<file path="config.mk">
export PLATFORM = sky130hd
export DESIGN_NAME = dcount_timer
export DESIGN_NICKNAME = d
export VERILOG_FILES = /design/src/rtl/tmr_pkg.sv /design/src/rtl/tmr_prescale.sv /design/src/rtl/tmr_counter.sv /design/src/rtl/tmr_regs.sv /design/src/rtl/dcount_timer.sv
export SDC_FILE = /design/constraint.sdc
export NUM_CORES = 1
export LEC_CHECK = 0
export BUFFER_PORTS_ARGS = -buffer_cell sky130_fd_sc_hd__clkbuf_2
export CAP_MARGIN = 5
export CORE_ASPECT_RATIO = 0.5
export CORE_UTILIZATION = 55
export CTS_CLUSTER_DIAMETER = 60
export CTS_CLUSTER_SIZE = 12
export DETAILED_ROUTE_END_ITERATION = 8
export PLACE_DENSITY = 0.85
export SYNTH_ARGS = -nofsm -noshare
export SYNTH_HDL_FRONTEND = slang
export SYNTH_SLANG_ARGS = --single-unit
</file>
<file path="constraint.sdc">
create_clock -name clk_i -period 4.01 [get_ports clk_i]
set_clock_uncertainty 0.2 [all_clocks]
set_input_delay 1.0025 -clock clk_i [delete_from_list [all_inputs] [get_ports clk_i]]
set_output_delay 1.0025 -clock clk_i [all_outputs]
set_load 0.05 [all_outputs]
</file>
<file path="src/rtl/tmr_pkg.sv">
package tmr_pkg;
  localparam int DATA_W   = 32;
  localparam int NARROW_W = 16;
  localparam int ADDR_W   = 5;

  localparam logic [2:0] SEL_LOAD  = 3'd0;
  localparam logic [2:0] SEL_VALUE = 3'd1;
  localparam logic [2:0] SEL_CTRL  = 3'd2;
  localparam logic [2:0] SEL_CLR   = 3'd3;
  localparam logic [2:0] SEL_RAW   = 3'd4;
  localparam logic [2:0] SEL_MASK  = 3'd5;
  localparam logic [2:0] SEL_BGLD  = 3'd6;

  typedef struct packed {
    logic       en;
    logic       periodic;
    logic       ie;
    logic       rsv;
    logic [1:0] pre;
    logic       wide;
    logic       oneshot;
  } ctrl_t;

  localparam ctrl_t CTRL_RST = 8'h20;
endpackage

</file>
<file path="src/rtl/tmr_prescale.sv">
module tmr_prescale #(
  parameter int PRE_W = 8
) (
  input  logic       clk_i,
  input  logic       rst_ni,
  input  logic       tick_i,
  input  logic       run_i,
  input  logic       restart_i,
  input  logic [1:0] sel_i,
  output logic       step_o
);
  logic [PRE_W-1:0] cnt_q;
  logic [PRE_W-1:0] mask;
  logic             hit;

  always_comb begin
    unique case (sel_i)
      2'b00:   mask = '0;
      2'b01:   mask = PRE_W'(15);
      default: mask = '1;
    endcase
  end

  assign hit    = (cnt_q & mask) == mask;
  assign step_o = run_i & tick_i & hit;

  always_ff @(posedge clk_i or negedge rst_ni) begin
    if (!rst_ni)                  cnt_q <= '0;
    else if (restart_i || !run_i) cnt_q <= '0;
    else if (tick_i)              cnt_q <= hit ? '0 : cnt_q + 1'b1;
  end
endmodule

</file>
<file path="src/rtl/tmr_counter.sv">
module tmr_counter
  import tmr_pkg::*;
#(
  parameter int W  = 32,
  parameter int NW = 16
) (
  input  logic         clk_i,
  input  logic         rst_ni,
  input  logic         step_i,
  input  ctrl_t        ctrl_i,
  input  logic         load_wr_i,
  input  logic [W-1:0] load_val_i,
  input  logic [W-1:0] reload_i,
  output logic [W-1:0] count_o,
  output logic         raw_set_o
);
  logic [W-1:0] cnt_q, cur, dec, wrap;

  assign cur  = ctrl_i.wide ? cnt_q : {{(W-NW){1'b0}}, cnt_q[NW-1:0]};
  assign dec  = ctrl_i.wide ? cnt_q - 1'b1 : {cnt_q[W-1:NW], cnt_q[NW-1:0] - 1'b1};
  assign wrap = ctrl_i.wide ? '1 : {cnt_q[W-1:NW], {NW{1'b1}}};

  assign raw_set_o = step_i & ctrl_i.en & !load_wr_i & (cur == W'(1));
  assign count_o   = cnt_q;

  always_ff @(posedge clk_i or negedge rst_ni) begin
    if (!rst_ni) cnt_q <= '1;
    else if (load_wr_i) cnt_q <= load_val_i;
    else if (step_i && ctrl_i.en) begin
      if (cur != '0)            cnt_q <= dec;
      else if (ctrl_i.oneshot)  cnt_q <= cnt_q;
      else if (ctrl_i.periodic) cnt_q <= reload_i;
      else                      cnt_q <= wrap;
    end
  end
endmodule

</file>
<file path="src/rtl/tmr_regs.sv">
module tmr_regs
  import tmr_pkg::*;
#(
  parameter int W  = 32,
  parameter int NW = 16,
  parameter int AW = 5
) (
  input  logic          clk_i,
  input  logic          rst_ni,
  input  logic          wr_en_i,
  input  logic [AW-1:0] addr_i,
  input  logic [W-1:0]  wdata_i,
  input  logic [W-1:0]  count_i,
  input  logic          raw_set_i,
  output ctrl_t         ctrl_o,
  output logic [W-1:0]  reload_o,
  output logic          raw_o,
  output logic          load_wr_o,
  output logic [W-1:0]  rdata_o
);
  logic [2:0] sel;
  logic       in_range, clr_wr;
  ctrl_t      ctrl_q;
  logic [W-1:0] reload_q;
  logic       raw_q;

  assign sel       = addr_i[4:2];
  assign in_range  = (addr_i[1:0] == 2'b00);
  assign load_wr_o = wr_en_i & in_range & (sel == SEL_LOAD);
  assign clr_wr    = wr_en_i & in_range & (sel == SEL_CLR);

  always_ff @(posedge clk_i or negedge rst_ni) begin
    if (!rst_ni) begin
      ctrl_q   <= CTRL_RST;
      reload_q <= '1;
    end else if (wr_en_i && in_range) begin
      if (sel == SEL_LOAD || sel == SEL_BGLD) reload_q <= wdata_i;
      if (sel == SEL_CTRL) begin
        ctrl_q     <= ctrl_t'(wdata_i[7:0]);
        ctrl_q.rsv <= 1'b0;
      end
    end
  end

  // set has priority over clear
  always_ff @(posedge clk_i or negedge rst_ni) begin
    if (!rst_ni)        raw_q <= 1'b0;
    else if (raw_set_i) raw_q <= 1'b1;
    else if (clr_wr)    raw_q <= 1'b0;
  end

  always_comb begin
    rdata_o = '0;
    if (in_range) begin
      unique case (sel)
        SEL_LOAD, SEL_BGLD: rdata_o = reload_q;
        SEL_VALUE: rdata_o = ctrl_q.wide ? count_i : {{(W-NW){1'b0}}, count_i[NW-1:0]};
        SEL_CTRL:  rdata_o = W'(ctrl_q);
        SEL_RAW:   rdata_o = W'(raw_q);
        SEL_MASK:  rdata_o = W'(raw_q & ctrl_q.ie);
        default:   rdata_o = '0;
      endcase
    end
  end

  assign ctrl_o   = ctrl_q;
  assign reload_o = reload_q;
  assign raw_o    = raw_q;
endmodule

</file>
<file path="src/rtl/dcount_timer.sv">
module dcount_timer
  import tmr_pkg::*;
#(
  parameter int W     = DATA_W,
  parameter int NW    = NARROW_W,
  parameter int AW    = ADDR_W,
  parameter int PRE_W = 8
) (
  input  logic          clk_i,
  input  logic          rst_ni,
  input  logic          tick_i,
  input  logic          wr_en_i,
  input  logic [AW-1:0] addr_i,
  input  logic [W-1:0]  wdata_i,
  output logic [W-1:0]  rdata_o,
  output logic          irq_o
);
  ctrl_t        ctrl;
  logic [W-1:0] reload, count;
  logic         raw, raw_set, load_wr, step;

  tmr_regs #(.W(W), .NW(NW), .AW(AW)) u_regs (
    .clk_i, .rst_ni, .wr_en_i, .addr_i, .wdata_i,
    .count_i(count), .raw_set_i(raw_set),
    .ctrl_o(ctrl), .reload_o(reload), .raw_o(raw),
    .load_wr_o(load_wr), .rdata_o
  );

  tmr_prescale #(.PRE_W(PRE_W)) u_pre (
    .clk_i, .rst_ni, .tick_i, .run_i(ctrl.en),
    .restart_i(load_wr), .sel_i(ctrl.pre), .step_o(step)
  );

  tmr_counter #(.W(W), .NW(NW)) u_cnt (
    .clk_i, .rst_ni, .step_i(step), .ctrl_i(ctrl),
    .load_wr_i(load_wr), .load_val_i(wdata_i), .reload_i(reload),
    .count_o(count), .raw_set_o(raw_set)
  );

  assign irq_o = raw & ctrl.ie;
endmodule

</file>
==> results by stage <==
Die:
- In this run the core area contains 24 standard-cell rows.
- The die span in y is 71.5 um.
- The I/O pin count is 74.
- In this run the standard cell core region covers 9040 um^2.
- The horizontal die dimension is 141 um.
- The overall die area is 10100 um^2.
- For this configuration, the core starts out at a cell density of 58.8%.

Worst setup path:
- The most critical setup path has its startpoint at addr_i[2].
- The data arrival at the endpoint of the critical path is 2.63 ns.
- In this run the worst setup path terminates at rdata_o[3].
- The number of cells on the worst reg-to-reg path is 6.
- The worst setup path is of the in -> out kind.
- The data required time at the worst endpoint is 2.81 ns.
- The startpoint identified for the worst register-to-register timing path is u_cnt.count_o[25]$_DFFE_PN1P_.
- The startpoint kind of the worst setup timing path is a primary input.
- Grouping stages by cell kind, the critical path spends the most delay in buffers and inverters.
- In this run the number of cells on the critical path is 6.
- Of all nets on the critical path, the largest fanout is 14.
- The element type at the critical path end is an output pin.
- The cell repeated most along the worst path is clkbuf_2.
- The slowest library cell on the worst path is nor3_1.
- The setup slack on the worst flop-to-flop path is 0.74 ns.
- The endpoint of the lowest-slack register-to-register path is u_cnt.count_o[3]$_DFFE_PN1P_.
- In this design, the stage delay of the slowest critical-path cell is 0.57 ns.
- Traced cell by cell, the critical path runs through clkbuf_2, inv_1, nor3_1, a21oi_1, nor2_1, clkbuf_2.
- The number of buffers and inverters on the critical path is 3.

Final layout:
- The synthesis-to-finish area growth is 19.8%.
- The sequential cells in the finished layout cover a total of 2080 um^2.
- For this run, the post-layout net count is 701.
- The fraction of final layout cells with drive strength greater than 1 is 37.6%.
- In the final layout, the multi-input gates occupy 3120 um^2.
- The repair_antennas step left the layout with diodes totalling 0.
- The filler cells instantiated in the layout total 674.
- After routing the design area is 6370 um^2.

CTS:
- At the later pin of the worst-skew pair, clock insertion delay measures 0.35 ns.
- Hold repair after CTS inserted 0 buffers.
- The maximum buffer depth of the clock tree is 2.
- The H-tree was split into 3 levels.
- Clock tree synthesis inserted a total of 9 buffers.
- The number of setup buffers added after CTS is 0.
- The count of instances resized after the clock tree is built is 0.
- The CTS clock-pin slew for the worst setup and hold paths is 0.06 ns.
- TritonCTS built the clock tree.
- The number of clock sinks seen by CTS is 80.
- The clock tree root buffer cell is clkbuf_16.

Run status:
- The run finished with clean final reports.

Timing:
- Setup repair after global routing left no endpoint under its margin.
- The worst slew margin relative to its limit is 31.8%.
- The final critical-path required period is 3.83 ns.
- The share of the clock period used by the worst path after layout is 95.5%.
- The final number of hold-violating endpoints is 0.
- For this run, the top clock speed supported by timing is 261 MHz.
- After routing, the total negative slack on setup checks comes to 0 ns.
- The final max-slew violation count is 0.
- At the pin with the least slew margin, the transition time is 1.02 ns.
- The final setup violation count is 0.

Route:
- For this block, the initial DRC count from the detailed router was 580.
- The post-detailed-route wirelength per cell is 19.2 um.
- The total vias in the final route is 5258.
- The total length of routed wires is 15200 um.
- After detailed routing, the number of remaining DRC violations is 0.
- For this run, the detailed router's first-pass iteration total came to 6.
- The final antenna-violating net count is 0.
- Using the TritonRoute via totals, the vias-per-cell ratio works out to 6.64.

Job:
- Across the run, the number of max-cap violations was 0.

Yosys:
- The count of different cell masters after synthesis is 62.
- In the synthesized netlist the async set-or-reset flop fraction comes to 100%.
- The average cell area after synthesis is 8.92 um^2.
- Yosys mapped a number of flops with a built-in enable equal to 0.
- The most used flip-flop cell after synthesis is dfstp_2.
- Summing every instance area after synthesis gives 5320 um^2.
- For this run, the register share of the synthesized area comes to 39.2%.
- The cell count after synthesis is 596.
- During synthesis, Yosys emitted a total of 0 warnings.
- The flop and latch count out of synthesis is 80.
- The net count after synthesis is 640.

Place:
- After detailed placement, the total cell area comes to 6070 um^2.
- Port buffering added 73 buffers.
- The routability congestion estimate from global placement is 0.932.
- The estimated wirelength of the detail-placed design is 10300 um.

Global routing:
- For this run the aggregate overflow at the end of global routing stands at 0.
- The wire length of the first global-routing pass is 24900 um.
- The number of antenna violations at the first check in global routing was 0.
- Global routing used 31.7% of the available tracks across all layers.
- The via count of the first global-routing pass is 4934.
- The largest net degree at the start of global routing is 81.

Power:
- IR analysis of the VDD net gives a maximum drop of 0.000284 V.
- The power density normalized to cell area is 521 nW/um^2.
- The static power due to leakage is 0.00244 uW.
- Summing internal, switching and leakage power gives 3320 uW.

Min path:
- The path type of the worst min-delay path is reg -> reg.
-- synth_stat cells (all sizes together), types with 3 or more instances --
| cell | count | area [um^2] |
|---|---|---|
| nor2 | 75 | 282 |
| o21ai | 67 | 343 |
| dfstp | 65 | 1710 |
| mux2 | 43 | 484 |
| a21oi | 39 | 195 |
| a22oi | 39 | 293 |
| nand2 | 35 | 134 |
| clkbuf | 28 | 105 |
| nor3 | 20 | 100 |
| dfrtp | 15 | 375 |
| nor4 | 14 | 100 |
| buf | 13 | 75.1 |
| inv | 10 | 37.5 |
| mux2i | 10 | 100 |
| a211oi | 9 | 67.6 |
| o31ai | 9 | 81.3 |
| and3 | 8 | 50.1 |
| xor2 | 8 | 70.1 |
| nand3 | 7 | 35.0 |
| a31oi | 6 | 37.5 |
| nand2b | 6 | 37.5 |
| o211ai | 5 | 51.3 |
| or4 | 5 | 41.3 |
| xnor2 | 5 | 43.8 |
| o21a | 4 | 37.5 |
| or3b | 4 | 35.0 |
| and2 | 3 | 18.8 |
| ha | 3 | 37.5 |
| nor3b | 3 | 22.5 |
| o311ai | 3 | 26.3 |
| o41ai | 3 | 26.3 |
| or2 | 3 | 18.8 |
| or3 | 3 | 18.8 |
-- worst reg2reg max path, delay by kind of cell, from the launching register on --
| family | cells | cell delay (ns) |
|---|---|---|
| AND/OR/NAND/NOR | 3 | 1.71 |
| AO/OA/AOI/OAI | 3 | 0.86 |
| flip-flops | 1 | 0.40 |
-- cell families (layout without fill, tap and decap cells) --
family	Yosys count	count (layout)	synth area share [%]
AO/OA/AOI/OAI	201	201	24.7
buffers and inverters	51	117	4.10
flip-flops	80	80	39.2
XOR/XNOR	13	13	2.14
adder cells (fa/ha/maj)	3	3	0.706
multiplexers	53	53	11.0
AND/OR/NAND/NOR	195	195	18.1
-- state kept, by name, summed over array words and instances, names as in the netlist --
signal	cells
u_cnt.count_o	32
u_regs.reload_o	32
u_pre.cnt_q	8
u_regs.ctrl_o	7
u_regs.raw_o	1
-- metal layers --
layer | share of wire [%] | wire, um | GRT usage (%)
met1 | 43 | 6500 | 43.1
met2 | 46 | 7000 | 51.3
met3 | 8.9 | 1350 | 5.41
met4 | 2.4 | 369 | 12.3
met5 | 0 | 0 | 0
-- final cells by class --
type	count	share of cell area, %
Multi-Input combinational cell	465	49.0
Sequential cell	80	32.7
Timing Repair Buffer	91	10.5
Clock buffer	13	4.09
Tap cell	130	2.55
Clock inverter	3	0.629
Inverter	10	0.590
-- cell usage in the layout, fill, tap and decap left out, types with 10 or more instances in the layout --
master,count
nand2_1,33
nor2_1,59
nor2_4,10
a21oi_1,39
inv_1,10
mux2_2,43
dfstp_2,65
buf_12,11
buf_4,18
nor3_1,19
nor4_1,11
o21ai_0,64
mux2i_1,10
clkbuf_2,62
a22oi_1,39
dfrtp_1,15
-- where the power goes --
group          switching [uW]  internal, uW  leakage [uW]  total, uW
clock network             328           515      0.000150        843
registers                 280          1150      0.000881       1430
logic                     620           429       0.00141       1050
total                    1230          2090       0.00244       3320
-- worst min path at each step --
stage / from / to / slack, ns / cells after the start
after floorplan: u_cnt.count_o[24]$_DFFE_PN1P_ / u_cnt.count_o[24]$_DFFE_PN1P_ / 0.26 / 2
after global placement: u_cnt.count_o[24]$_DFFE_PN1P_ / u_cnt.count_o[24]$_DFFE_PN1P_ / 0.28 / 2
after detailed placement: u_cnt.count_o[24]$_DFFE_PN1P_ / u_cnt.count_o[24]$_DFFE_PN1P_ / 0.31 / 2
after CTS: u_cnt.count_o[24]$_DFFE_PN1P_ / u_cnt.count_o[24]$_DFFE_PN1P_ / 0.31 / 2
after global routing: u_cnt.count_o[24]$_DFFE_PN1P_ / u_cnt.count_o[24]$_DFFE_PN1P_ / 0.33 / 2
final: u_cnt.count_o[26]$_DFFE_PN1P_ / u_cnt.count_o[26]$_DFFE_PN1P_ / 0.31 / 2
-- metrics by stage --
stage               utilization (%)  hold slack, ns  setup WS (ns)  cells
finish                         70.4           0.315          0.182    792
floorplan                         -           0.265         0.0145    596
detailed placement             67.1           0.305          0.262    776
CTS                            70.4           0.314          0.242    792
global placement               67.1           0.283          0.274    776
global route                   70.4           0.330         0.0699    792
Power figures use the tool's default switching activity.
